## src/rtl/cfgu_pkg.sv

```systemverilog
package cfgu_pkg;

  typedef enum logic [1:0] {
    STG_PRE = 2'd0,
    STG_KEY = 2'd1,
    STG_CFG = 2'd2
  } stage_e;

  // One step of the key generator: shift right, feed back bit0 ^ bit1.
  function automatic logic [7:0] key_step(input logic [7:0] k);
    return {k[0] ^ k[1], k[7:1]};
  endfunction

  // Key byte at position n, computed from the seed.
  function automatic logic [7:0] key_at(input int unsigned n, input logic [7:0] seed);
    logic [7:0] k;
    k = seed;
    for (int unsigned i = 0; i < 256; i++) begin
      if (i < n) k = key_step(k);
    end
    return k;
  endfunction

endpackage

```

## src/rtl/cfgu_preamble.sv

```systemverilog
module cfgu_preamble #(
  parameter int          ADDR_W = 16,
  parameter int          DATA_W = 8,
  parameter logic [7:0]  LEAD0  = 8'h86,
  parameter logic [7:0]  LEAD1  = 8'h80,
  parameter logic [7:0]  SEL_LO = 8'h55,
  parameter logic [7:0]  SEL_HI = 8'hAA,
  parameter logic [15:0] BASE_A = 16'h03F0,
  parameter logic [15:0] BASE_B = 16'h03BD,
  parameter logic [15:0] BASE_C = 16'h0370
) (
  input  logic              clk,
  input  logic              rst,
  input  logic              clear,
  input  logic              armed,
  input  logic              hit,
  input  logic [DATA_W-1:0] data,
  output logic              done,
  output logic [ADDR_W-1:0] done_base
);

  localparam int STEPS = 4;
  localparam int IDX_W = $clog2(STEPS);
  localparam logic [IDX_W-1:0] LAST = IDX_W'(STEPS - 1);

  logic [IDX_W-1:0] idx;
  logic             sel0_hi;
  logic             ok;
  logic             take;

  assign take = armed && hit;

  always_comb begin
    ok        = 1'b0;
    done_base = '0;
    case (idx)
      IDX_W'(0): ok = (data == LEAD0);
      IDX_W'(1): ok = (data == LEAD1);
      IDX_W'(2): ok = (data == SEL_LO) || (data == SEL_HI);
      default: begin
        ok = (data == SEL_LO) || (data == SEL_HI && !sel0_hi);
        if (!sel0_hi && data == SEL_LO)     done_base = ADDR_W'(BASE_A);
        else if (!sel0_hi)                  done_base = ADDR_W'(BASE_B);
        else                                done_base = ADDR_W'(BASE_C);
      end
    endcase
  end

  assign done = take && ok && (idx == LAST);

  always_ff @(posedge clk) begin
    if (rst || clear) begin
      idx     <= '0;
      sel0_hi <= 1'b0;
    end else if (take) begin
      if (ok) begin
        idx <= (idx == LAST) ? '0 : idx + 1'b1;
        if (idx == IDX_W'(2)) sel0_hi <= (data == SEL_HI);
      end else begin
        idx <= (data == LEAD0) ? IDX_W'(1) : '0;
      end
    end
  end

  // Preamble progress only moves while its stage is active.
  p_idle_when_disarmed_r5: assert property (@(posedge clk) disable iff (rst)
    (!armed && !take) |=> (idx == '0 || armed));

endmodule

```

## src/rtl/cfgu_key_track.sv

```systemverilog
module cfgu_key_track #(
  parameter int         DATA_W   = 8,
  parameter int         KEY_LEN  = 32,
  parameter logic [7:0] KEY_SEED = 8'h6A,
  parameter int         KEY_MODE = 0
) (
  input  logic              clk,
  input  logic              rst,
  input  logic              clear,
  input  logic              armed,
  input  logic              hit,
  input  logic [DATA_W-1:0] data,
  output logic              good,
  output logic              bad,
  output logic              last
);
  import cfgu_pkg::*;

  localparam int CNT_W = $clog2(KEY_LEN);
  localparam logic [CNT_W-1:0] POS_END = CNT_W'(KEY_LEN - 1);

  logic [CNT_W-1:0] pos;
  logic [7:0]       expect_b;
  logic             take;

  assign take = armed && hit;
  assign good = take && (data == DATA_W'(expect_b));
  assign bad  = take && !good;
  assign last = good && (pos == POS_END);

  generate
    if (KEY_MODE == 0) begin : g_run
      // Running generator register: one step of logic per byte.
      logic [7:0] cur;
      always_ff @(posedge clk) begin
        if (rst || clear || bad || last) cur <= KEY_SEED;
        else if (good)                   cur <= key_step(cur);
      end
      assign expect_b = cur;
    end else begin : g_calc
      // Key byte computed from the position each cycle.
      assign expect_b = key_at(int'(pos), KEY_SEED);
    end
  endgenerate

  always_ff @(posedge clk) begin
    if (rst || clear || bad || last) pos <= '0;
    else if (good)                   pos <= pos + 1'b1;
  end

  // Key position is parked at zero outside the key stage.
  p_pos_parked_r7: assert property (@(posedge clk) disable iff (rst)
    (bad || clear) |=> (pos == '0));

endmodule

```

## src/rtl/cfg_unlock_seq.sv

```systemverilog
module cfg_unlock_seq #(
  parameter int          ADDR_W   = 16,
  parameter int          DATA_W   = 8,
  parameter logic [15:0] PNP_PORT = 16'h0279,
  parameter logic [15:0] BASE_A   = 16'h03F0,
  parameter logic [15:0] BASE_B   = 16'h03BD,
  parameter logic [15:0] BASE_C   = 16'h0370,
  parameter int          KEY_LEN  = 32,
  parameter logic [7:0]  KEY_SEED = 8'h6A,
  parameter int          KEY_MODE = 0
) (
  input  logic              clk,
  input  logic              rst,
  input  logic              io_wr,
  input  logic [ADDR_W-1:0] io_addr,
  input  logic [DATA_W-1:0] io_data,
  input  logic              cfg_exit,
  output logic              cfg_active,
  output logic [ADDR_W-1:0] base_addr
);
  import cfgu_pkg::*;

  stage_e            stage;
  logic              hit_pre, hit_key;
  logic              pre_done;
  logic [ADDR_W-1:0] pre_base;
  logic              key_good, key_bad, key_last;

  assign hit_pre = io_wr && (io_addr == ADDR_W'(PNP_PORT));
  assign hit_key = io_wr && (io_addr == base_addr);

  cfgu_preamble #(
    .ADDR_W(ADDR_W), .DATA_W(DATA_W),
    .BASE_A(BASE_A), .BASE_B(BASE_B), .BASE_C(BASE_C)
  ) u_pre (
    .clk(clk), .rst(rst), .clear(cfg_exit),
    .armed(stage == STG_PRE), .hit(hit_pre), .data(io_data),
    .done(pre_done), .done_base(pre_base)
  );

  cfgu_key_track #(
    .DATA_W(DATA_W), .KEY_LEN(KEY_LEN), .KEY_SEED(KEY_SEED), .KEY_MODE(KEY_MODE)
  ) u_key (
    .clk(clk), .rst(rst), .clear(cfg_exit),
    .armed(stage == STG_KEY), .hit(hit_key), .data(io_data),
    .good(key_good), .bad(key_bad), .last(key_last)
  );

  always_ff @(posedge clk) begin
    if (rst || cfg_exit) begin
      stage      <= STG_PRE;
      base_addr  <= '0;
      cfg_active <= 1'b0;
    end else begin
      case (stage)
        STG_PRE: if (pre_done) begin
          stage     <= STG_KEY;
          base_addr <= pre_base;
        end
        STG_KEY: begin
          if (key_last) begin
            stage      <= STG_CFG;
            cfg_active <= 1'b1;
          end else if (key_bad) begin
            stage     <= STG_PRE;
            base_addr <= '0;
          end
        end
        default: stage <= STG_CFG;
      endcase
    end
  end

  p_unlock_next_r6: assert property (@(posedge clk) disable iff (rst)
    (stage == STG_KEY && key_last && !cfg_exit) |=> cfg_active);

  p_rise_after_key_r6: assert property (@(posedge clk) disable iff (rst)
    $rose(cfg_active) |-> $past(key_last));

  p_exit_clears_r9: assert property (@(posedge clk) disable iff (rst)
    cfg_exit |=> (!cfg_active && base_addr == '0));

  p_cfg_hold_r8: assert property (@(posedge clk) disable iff (rst)
    (cfg_active && !cfg_exit) |=> (cfg_active && $stable(base_addr)));

  p_base_legal_r2: assert property (@(posedge clk) disable iff (rst)
    (base_addr != '0) |-> (base_addr == ADDR_W'(BASE_A) ||
                           base_addr == ADDR_W'(BASE_B) ||
                           base_addr == ADDR_W'(BASE_C)));

  p_key_only_in_stage_r5: assert property (@(posedge clk) disable iff (rst)
    (key_good && !cfg_exit && !key_last) |=> (base_addr == $past(base_addr)));

endmodule

```

## config.mk

```make
export PLATFORM = sky130hd
export DESIGN_NAME = cfg_unlock_seq
export DESIGN_NICKNAME = d
export VERILOG_FILES = /design/src/rtl/cfgu_pkg.sv /design/src/rtl/cfgu_preamble.sv /design/src/rtl/cfgu_key_track.sv /design/src/rtl/cfg_unlock_seq.sv
export SDC_FILE = /design/constraint.sdc
export NUM_CORES = 1
export LEC_CHECK = 0
export ABC_AREA = 1
export CAP_MARGIN = 30
export CORE_ASPECT_RATIO = 0.9
export CORE_UTILIZATION = 30
export DETAILED_ROUTE_END_ITERATION = 12
export RECOVER_POWER = 25
export SLEW_MARGIN = 20
export SYNTH_ARGS = -nofsm -noshare
export SYNTH_HDL_FRONTEND = slang
export SYNTH_HIERARCHICAL = 1
export SYNTH_SLANG_ARGS = --single-unit
```

## constraint.sdc

```tcl
create_clock -name clk -period 3.1 [get_ports clk]
set_clock_uncertainty 0.1 [all_clocks]
set_input_delay 0.775 -clock clk [delete_from_list [all_inputs] [get_ports clk]]
set_output_delay 0.775 -clock clk [all_outputs]
set_load 0.01 [all_outputs]
```

Word-level counts from Yosys, hierarchy flattened. Cells that the tools add are included.

Register bits after elaboration: 35. ROM bits: 0. Bits in writable memories: 0. Memories kept: 0. Latch bits: 0.

Shift-type cells: 0. Equal/unequal tests: 16. Reductions and logical operators: 26. Divide/modulo/power cells: 0. $lt $le $gt $ge: 0. $add $sub $neg: 2. $mul: 0. Bitwise logic cells: 1. Mux-type cells: 15.

Operators with widths (count): 16-bit 2-to-1 mux (5); 16-bit case mux with 2 select lines (1); 8-bit == test (second input constant) (3); 16-bit by 10-bit == test with 1-bit output (second input constant) (1); 16-bit == test (1); 1-bit logical AND (11); 2-bit 2-to-1 mux (5); 8-bit by 7-bit == test with 1-bit output (second input constant) (1); 8-bit == test (1); 8-bit 2-to-1 mux (1); 2-bit != test (second input constant) (3); 5-bit by 1-bit adder with 5-bit output (second input constant) (1); 5-bit == test (second input constant) (1); 1-bit logical OR (5); 2-bit by 1-bit == test with 1-bit output (second input constant) (2); 2-bit == test (second input constant) (2); 2-bit zero test (2); 2-bit case mux with 2 select lines (1); 2-bit AND reduction (2); 4-bit AND reduction (1); 3-bit != test (second input constant) (1); 1-bit case mux with 3 select lines (1); 3-bit AND reduction (1); 3-bit OR reduction (1); other kinds (5) (6).

Logic depth before layout (Yosys ltp). Gate-level depths: netlist (run 1).

Depth in word-level cells: 9. Depth in mapped cells: 19. Depth with buffers taken out: 18.

Modules after synthesis. The synthesis (run 1) kept the hierarchy.

Modules (own cells, without submodules): cfg_unlock_seq (instances 1, seq. area each 380.4 um^2, cells each 182, area an instance 1168.6 um^2); cfgu_key_track (instances 1, seq. area each 260.2 um^2, cells each 137, area an instance 880.8 um^2); cfgu_preamble (instances 1, seq. area each 60.1 um^2, cells each 85, area an instance 509.2 um^2).

Least setup slack after synthesis (run 1). Ideal clock, no wire load.

Path kind: input to register. Start: input io_wr. End: register base_addr[8]. Stages: 17. Data arrival time: 2317 ps. Required time: 2932 ps. Slack: 614 ps. Cell sequence: inv_1 > a21oi_1 > nand2_1 > nor2_1 > nand3_1 > nor2_1 > nand2_1 > inv_1 > nand4_1 > inv_2 > a21oi_1 > nand2_1 > inv_2 > nand2_4 > buf_12 > nand2_2 > a21oi_2.

Elaborated cells on any way between the ends: 14. Classes of those cells: eq/ne: 3; reduce/logical: 11.

RTL lines: from (decl) (line cfg_unlock_seq.sv:14) `input logic io_wr,`; 1-bit logical AND (line cfg_unlock_seq.sv:30) `assign hit_key = io_wr && (io_addr == base_addr);`; net hit_key (line cfg_unlock_seq.sv:24) `logic hit_pre, hit_key;`; 1-bit logical AND (line cfgu_key_track.sv:26) `assign take = armed && hit;`; 1-bit logical AND (line cfgu_key_track.sv:27) `assign good = take && (data == DATA_W'(expect_b));`; 1-bit logical AND (line cfgu_key_track.sv:29) `assign last = good && (pos == POS_END);`; net key_last (line cfg_unlock_seq.sv:27) `logic key_good, key_bad, key_last;`; 2-bit != test (no line); 4-bit AND reduction (no line); to (signal assigned) (line cfg_unlock_seq.sv:58) `base_addr <= pre_base;`; to (decl) (line cfg_unlock_seq.sv:19) `output logic [ADDR_W-1:0] base_addr`.

The timed path passes the listed nets, and every way through them passes these cells. A chain may end at the register's enable or synchronous reset.

Worst setup path in the final report (run 1).
Start: input io_addr[6]. End: register base_addr[9].

Elaborated cells on any way between the ends: 16. Classes of those cells: eq/ne: 5; reduce/logical: 11.

RTL lines: from (decl) (line cfg_unlock_seq.sv:15) `input logic [ADDR_W-1:0] io_addr,`; 16-bit by 10-bit == test with 1-bit output (line cfg_unlock_seq.sv:29) `assign hit_pre = io_wr && (io_addr == ADDR_W'(PNP_PORT));`; 1-bit logical AND (line cfg_unlock_seq.sv:29); net hit_pre (line cfg_unlock_seq.sv:24); 1-bit logical AND (line cfgu_preamble.sv:31) `assign take = armed && hit;`; 1-bit logical AND (2 in a row) (line cfgu_preamble.sv:49) `assign done = take && ok && (idx == LAST);`; net pre_done (line cfg_unlock_seq.sv:25) `logic pre_done;`; 2-bit != test (no line); 4-bit AND reduction (no line).

The timed path passes the listed nets, and every way through them passes these cells.

==> impl_metrics.ini, run 1 <==
[worst_hold_path]
hp-class = reg2reg
hold_start = base_addr[13]
hold_path_depth = 2
whs_endpoint = base_addr[13]

[sta]
rsz0062_at_grt = false
post-route-period-util_pct = 88.73
hold_violations = 0
fin_tns_setup_ns = 0
setup_slack_ns = 0.3492
post-route-min-period_ns = 2.751
slew_violations = 0
fmax_ghz = 0.3635
setup_viol = 0

[detailed_routing]
met2_length_mm = 2.786
drt_iter0_drc = 116
met3_length_um = 199
dr.pass1.iters = 4
post_drt_wl_per_cell_um = 11.02
wirelength_mm = 6.038
top_layer = met4
vias = 2387
ant_nets = 0
drc_errors = 0
met1_length_mm = 3.011
vias_per_cell = 4.356

[critical_path]
arrival_ns = 2.87
reg2reg_from = base_addr[9]
crit_required_ns = 3.22
worstSetupEndpointType = register
rr_worst_depth = 16
cp-start-kind = primary input
reg2reg_slack_ns = 0.84
reg2reg_to = base_addr[15]
crit_type = in2reg
path_max_fanout = 16

[final_layout]
drive_above_1_share_pct = 13.59
fillers = 885
finalInstanceArea_um2 = 3142
layout_commonest_cell = nand2_1
syn_to_final_growth_pct = 22.97
final_net_count = 483
fin_cells = 548
multiInputGateArea_um2 = 1436
n_antenna_cell = 0
seq_area_um2 = 700.7
final_cell_mix = 113 x nand2_1, 66 x inv_1, 37 x nor2_1

[placement]
io_buffers = 44
dpl_cell_area_um2 = 3054
place.gp.congestion = 0.8846
preCtsSetupSlack_ns = 0.03949
dp_hpwl_mm = 4.782
placed_cells = 541

[power_and_ir_drop]
pwr_density_cell_nw_per_um2 = 282.0
max-vdd-ir-drop_mv = 0.1445
p_leak_nw = 1.416

[synthesis]
synth.avg_cell_area_um2 = 6.340
ys.warnings.count = 6
netlist_instances = 403
synth_area_um2 = 2555

[global_route]
antenna_found_initial = 0
grt_pass1_wl_mm = 10.01
grt_max_degree = 19
grt_util_all_layers_pct = 14.14
grt_overflow = 0
grt_pass1_vias = 2181

[clocking]
cts_resized = 0
htreeDepth = 2
cts_sinks = 35
hold_buffers = 0
cts_setup_buffers = 0
path_clk_slew_ns = 0.07
cts_tree = yes
max-clock-path-buffers = 2
clock_latency_ns = 0.28
cts_root_buf = clkbuf_8
cts_buffers = 5

[floorplanning]
coreArea_um2 = 8145
fp.dieArea_um2 = 8890
chipWidth_um = 99.28
chipHeight_um = 89.55
io-pin-count = 45
num_rows = 31
initial_utilization_pct = 31.37

[run_status]
status = complete, no violations

[job]
cap_violations = 0
-- critical path: stages --
cell and delay, ns:
clkdlybuf4s50_1 0.50, nand2_1 0.10, nor3b_1 0.19, nand3_1 0.09, nor2_1 0.15, nand2_1 0.12
nor3_1 0.23, inv_1 0.07, nand2_1 0.06, nand2_1 0.06, inv_2 0.08, buf_4 0.20
nand3_1 0.11, a21oi_2 0.14
-- through the flow --
step | power, mW | util (%) | hold slack, ns
global placement | 0.5635 | 37.50 | 0.3777
finish | 0.8860 | 38.57 | 0.3800
detailed placement | 0.5640 | 37.50 | 0.3747
global route | 0.9369 | 38.57 | 0.4026
CTS | 0.9007 | 38.57 | 0.3864
floorplan | 0.5138 | - | 0.3762
-- state kept, by name, summed over array words and instances (netlist names) --
name	cells
u_key/expect_b	8
base_addr	16
stage	2
cfg_active	1
u_pre/sel0_hi	1
u_pre/idx	2
u_key/pos	5
-- power by group --
part           total (mW)  internal, mW  leakage (nW)  switching [mW]
clock network       0.332         0.174        0.0470           0.158
logic               0.104        0.0494          1.09          0.0549
registers           0.449         0.449         0.282    0.0000000748
-- cell type report --
class | count | share of cell area (%)
clock buffers | 6 | 2.628
clock inverters | 1 | 0.1593
inverters | 76 | 9.080
multi-input cells | 278 | 45.72
flip-flops and latches | 35 | 22.30
well taps | 99 | 3.943
repair buffers | 53 | 16.17
-- how the worst max path moves through the flow --
stage | slack [ns] | end | cells past startpoint | start
4_1_cts | 0.33 | base_addr[15] | 19 | io_addr[10]
3_3_place_gp | 0.05 | base_addr[2] | 14 | io_addr[4]
3_5_place_dp | 0.04 | base_addr[5] | 19 | io_addr[10]
5_1_grt | 0.10 | base_addr[5] | 14 | io_addr[4]
6_report | 0.35 | base_addr[9] | 14 | io_addr[6]
2_1_floorplan | 0.61 | base_addr[8] | 17 | io_wr
-- per-layer routing --
| metal | global-route usage, % | up-vias |
|---|---|---|
| met1 | 19.13 | 1039 |
| met4 | 3.610 | 0 |
| li1 | - | 1310 |
| met5 | 0 | - |
| met3 | 1.876 | 2 |
| met2 | 23.93 | 36 |
Note: power is estimated with default switching activity, not from simulation.
==> run 2: changes to the inputs <==
==> constraint.sdc (replaced) <==
create_clock -name clk -period 3.2 [get_ports clk]
set_clock_uncertainty 0.1 [all_clocks]
set_input_delay 0.8 -clock clk [delete_from_list [all_inputs] [get_ports clk]]
set_output_delay 0.8 -clock clk [all_outputs]
set_load 0.01 [all_outputs]
==> run 2 against run 1 <==
Hold slack got worse by 0.0039 ns. Core utilization rose by 0.18 points. Setup slack worse by 0.024 ns. Final area grew 0.48%.
==> impl_metrics.ini, run 2 (synthesized netlist as in run 1, its figures left out) <==
[run_status]
status = complete, no violations

[power_and_ir_drop]
clkPwrFrac_pct = 43.6
switching_share_pct = 22.61
power_frac_seq_pct = 45.9
internal-power_uw = 734.2
pwr_density_cell_nw_per_um2 = 300.5
max-vdd-ir-drop_mv = 0.1429
power.switching_uw = 214.5
p_comb_share_pct = 10.6
p_leak_nw = 1.420

[clocking]
cts_sinks = 35
cts_buffers = 5
cts_setup_buffers = 0
max-clock-path-buffers = 2
cts_resized = 0
htreeDepth = 2
cts_tree = yes
cts_root_buf = clkbuf_8
hold_buffers = 0
clock_latency_ns = 0.28
path_clk_slew_ns = 0.08

[critical_path]
worstSetupEndpointType = register
max_stage_delay_ns = 0.60
crit_buf_inv = 4
cp_slowest_cell = dlygate4sd3_1
crit_type = in2reg
crit_chain = dlygate4sd3_1 -> nand2_1 -> nor3_1 -> nand3_1 -> nor2_1 -> nand2_1 -> nor3_1 -> inv_1 -> nand2_1 -> nand2_1 -> inv_2 -> buf_4 -> nand3_1 -> a21oi_1
cp-start-kind = primary input
crit_required_ns = 3.30
cp_top_family = simple AND/OR/NAND/NOR gates
path_max_fanout = 16
arrival_ns = 2.98
crit_path_frequent_cell = nand2_1

[sta]
slew_headroom_pct = 57.64
setup_viol = 0
slew_violations = 0
fin_tns_setup_ns = 0
rsz0062_at_grt = false
post-route-min-period_ns = 2.875
setup_slack_ns = 0.3249
worstMarginPinSlew_ns = 0.6316
fmax_ghz = 0.3478
post-route-period-util_pct = 89.85
hold_violations = 0

[final_layout]
regMostFlops = base_addr
syn_to_final_growth_pct = 23.56
final_net_count = 481
drive_above_1_share_pct = 13.39
n_antenna_cell = 0
fin_cells = 547
final_cell_mix = 113 x nand2_1, 66 x inv_1, 37 x nor2_1
largest_register_ffs = 16
layout_commonest_cell = nand2_1

[global_route]
grt_pass1_wl_mm = 9.915
grt_util_all_layers_pct = 13.96
grt_max_degree = 19
grt_overflow = 0
antenna_found_initial = 0
grt_pass1_vias = 2115

[detailed_routing]
ant_nets = 0
dr.pass1.iters = 4
vias = 2436
drt_iter0_drc = 122
drc_errors = 0
post_drt_wl_per_cell_um = 10.85
wirelength_mm = 5.933
vias_per_cell = 4.453

[placement]
io_buffers = 44
placed_cells = 539
dp_hpwl_mm = 4.722
place.gp.congestion = 0.8890
preCtsSetupSlack_ns = 0.08810

[floorplanning]
coreArea_um2 = 8145
chipHeight_um = 89.55
chipWidth_um = 99.28
initial_utilization_pct = 31.37
fp.dieArea_um2 = 8890
io-pin-count = 45
num_rows = 31

[worst_hold_path]
hp-class = reg2reg

[job]
cap_violations = 0
## run 2: changes by cell type in the layout (fill, tap and decap cells not counted)
cell / change
buf_4: -2
bufinv_16: +1
clkdlybuf4s50_1: -1
dlygate4sd3_1: +1
## run 2: stage by stage
step,hold slack [ns],cell area [um2],total power [mW],util [%]
2_1_floorplan,0.3762,2577,0.4977,-
6_report,0.3761,3157,0.9487,38.76
3_5_place_dp,0.3742,3039,0.5456,37.31
3_3_place_gp,0.3761,3039,0.5450,37.31
5_1_grt,0.4100,3157,0.9938,38.76
4_1_cts,0.3862,3157,0.9568,38.76
## run 2: path summary, 6_finish.rpt
path | startpoint | end | slack [ns] | cells after the start
worst max register to register | base_addr[9] | base_addr[6] | 0.96 | 16
worst min-delay path | base_addr[4] | base_addr[4] | 0.38 | 2
worst min register to register | base_addr[4] | base_addr[4] | 0.38 | 2
worst max-delay path | io_addr[4] | base_addr[6] | 0.32 | 14
## run 2: routing by layer
metal | GRT usage, % | share of wire (%) | wire length [um] | vias to the layer above
met5 | 0 | 0 | 0 | -
met4 | 3.209 | 0.81 | 48 | 0
met3 | 1.955 | 4.1 | 243 | 6
met2 | 23.17 | 46 | 2756 | 48
met1 | 19.30 | 49 | 2884 | 1074
li1 | - | - | - | 1308
## run 2: final cells by class
type	count	area, um2
Multi-Input combinational cell	278	1436
Clock buffer	6	82.58
Timing Repair Buffer	51	493.0
Fill cell	885	4989
Clock inverter	2	35.03
Tap cell	99	123.9
Sequential cell	35	700.7
Inverter	76	285.3
## run 2: power groups by stage
| stage | registers [mW] | clock network (mW) | logic [mW] |
|---|---|---|---|
| 3_3_place_gp | 0.445 | 0 | 0.0997 |
| 3_5_place_dp | 0.445 | 0 | 0.100 |
| 6_report | 0.435 | 0.413 | 0.100 |
| 5_1_grt | 0.435 | 0.447 | 0.111 |
| 4_1_cts | 0.435 | 0.421 | 0.101 |
| 2_1_floorplan | 0.445 | 0 | 0.0524 |
## run 2: worst register-to-register path: cells and delay by family, from the launching register on
kind,cells,cell delay [ns]
AOI/OAI and AO/OA,3,0.31
buffers and inverters,5,0.48
DFF,1,0.41
and+or+nand+nor,8,0.81
==> run 3: changes to the inputs <==
--- a/config.mk
+++ b/config.mk
@@ -6,10 +6,11 @@
 export NUM_CORES = 1
 export LEC_CHECK = 0
 export ABC_AREA = 1
-export CAP_MARGIN = 30
+export CAP_MARGIN = 25
 export CORE_ASPECT_RATIO = 0.9
 export CORE_UTILIZATION = 30
 export DETAILED_ROUTE_END_ITERATION = 12
+export PLACE_DENSITY = 0.58
 export RECOVER_POWER = 25
 export SLEW_MARGIN = 20
 export SYNTH_ARGS = -nofsm -noshare
==> run 3 against run 2 <==
Via count down 0.74%. Power increased by 7.6%. Routed wire length grew 0.93%. Combinational power about the same. Global-route usage is 0.27 points higher. Critical path type unchanged. Hold slack improved by 0.020 ns. Highest routed layer unchanged. Critical path depth up 5. Core utilization increased by 0.23 points. Die area is the same.
==> impl_metrics.ini, run 3 (synthesized netlist as in run 1, its figures left out) <==
[power_and_ir_drop]
max-vdd-ir-drop_mv = 0.1542
p_leak_nw = 1.427
power.total_mw = 1.021
pwr_density_cell_nw_per_um2 = 321.5

[sta]
slew_headroom_pct = 58.71
hold_violations = 0
holdWs_ns = 0.3963
post-route-min-period_ns = 2.817
rsz0062_at_grt = false
post-route-period-util_pct = 88.03
slew_violations = 0
fmax_ghz = 0.3550
setup_viol = 0
fin_tns_setup_ns = 0
worstMarginPinSlew_ns = 0.6155

[final_layout]
n_antenna_cell = 0
finalInstanceArea_um2 = 3176
regMostFlops = base_addr
syn_to_final_growth_pct = 24.29
post-route-util_pct = 38.99
drive_above_1_share_pct = 13.39
layout_commonest_cell = nand2_1
final_cell_mix = 113 x nand2_1, 66 x inv_1, 37 x nor2_1
largest_register_ffs = 16
final_net_count = 481

[global_route]
grt_max_degree = 19
grt_util_all_layers_pct = 14.24
grt_pass1_vias = 2166
grt_overflow = 0
antenna_found_initial = 0
grt_pass1_wl_mm = 9.929

[clocking]
cts_resized = 0
clock_latency_ns = 0.30
htreeDepth = 2
cts_sinks = 35
cts_root_buf = clkbuf_8
cts_tree = yes
cts_setup_buffers = 0
max-clock-path-buffers = 2
path_clk_slew_ns = 0.07
hold_buffers = 0
cts_buffers = 5

[critical_path]
cp_top_family = simple AND/OR/NAND/NOR gates
path_max_fanout = 16
reg2reg_from = base_addr[9]
cp_slowest_cell = clkdlybuf4s50_1
max_stage_delay_ns = 0.50
arrival_ns = 2.93
critPathLaunch = io_addr[11]
crit_path_frequent_cell = nand2_1
cp-start-kind = primary input
crit_required_ns = 3.31
crit_buf_inv = 6
crit_type = in2reg
crit_chain = clkdlybuf4s50_1 -> inv_1 -> nand2_1 -> nand2_1 -> inv_1 -> nand2_1 -> nor2_1 -> nand3_1 -> nor2_1 -> nand2_1 -> inv_1 -> nand4_1 -> inv_2 -> a21oi_1 -> nand2_1 -> inv_2 -> nand2_4 -> nand2_1 -> a21oi_1
worstSetupEndpointType = register

[floorplanning]
initial_utilization_pct = 31.37
chipHeight_um = 89.55
fp.dieArea_um2 = 8890
chipWidth_um = 99.28
num_rows = 31
coreArea_um2 = 8145
io-pin-count = 45

[detailed_routing]
vias_per_cell = 4.420
dr.pass1.iters = 4
drc_errors = 0
drt_iter0_drc = 95
vias = 2418
post_drt_wl_per_cell_um = 10.95
ant_nets = 0
wirelength_mm = 5.988

[placement]
dp_hpwl_mm = 4.745
io_buffers = 44
dpl_cell_area_um2 = 3039
place.gp.congestion = 0.8791

[worst_hold_path]
hold_start = cfg_active
hp-class = reg2reg

[run_status]
status = complete, no violations

[job]
cap_violations = 0
[run 3: cell types whose count changed in the layout (fill, tap and decap cells not counted), sizes merged]
cell	delta
bufinv	+1
clkbuf	-1
clkinv	-1
clkinvlp	+1
[run 3: path summary, 6_finish.rpt]
check	to	slack (ns)	depth (start not counted)
worst max-delay path	base_addr[6]	0.38	19
worst min-delay path	cfg_active	0.40	1
worst max register to register	base_addr[6]	0.94	16
worst min register to register	cfg_active	0.40	1
[run 3: worst register-to-register path, cell delays in order, from the launching register on]
cell,delay [ns]
dfxtp_1,0.43
inv_1,0.08
a21oi_1,0.15
nand2_1,0.07
nor2_1,0.15
nand3_1,0.09
nor2_1,0.13
nand2_1,0.07
inv_1,0.07
nand4_1,0.13
inv_2,0.09
a21oi_1,0.08
nand2_1,0.08
inv_2,0.07
nand2_4,0.19
nand2_1,0.09
a21oi_1,0.12
[run 3: where the power goes]
part	internal (mW)	total (mW)	switching (mW)	leakage [nW]
sequential	0.435	0.435	0.0000000673	0.282
clock	0.311	0.485	0.175	0.0644
combinational	0.0471	0.101	0.0534	1.08
total	0.793	1.02	0.228	1.43
[run 3: cell type report]
cell class,instances,area [um2]
sequential,35,700.7
clock inverter,3,67.56
tap,99,123.9
clock buffer,5,68.82
inverter,76,285.3
timing repair buffer,51,493.0
fill,871,4970
multi-input combinational,278,1436
[run 3: metal layers]
layer	track usage, %	share of wire (%)	vias to the layer above
met5	0	0	-
met1	19.27	51	1070
met4	5.615	1.6	0
li1	-	-	1308
met3	2.111	2.7	7
met2	22.98	45	33
[run 3: per-stage QoR]
stage	setup WS (ns)	std cells
after floorplan	0.6891	409
after global placement	0.1005	539
after detailed placement	0.06213	539
after CTS	0.3988	547
after global routing	0.1262	547
final	0.3830	547
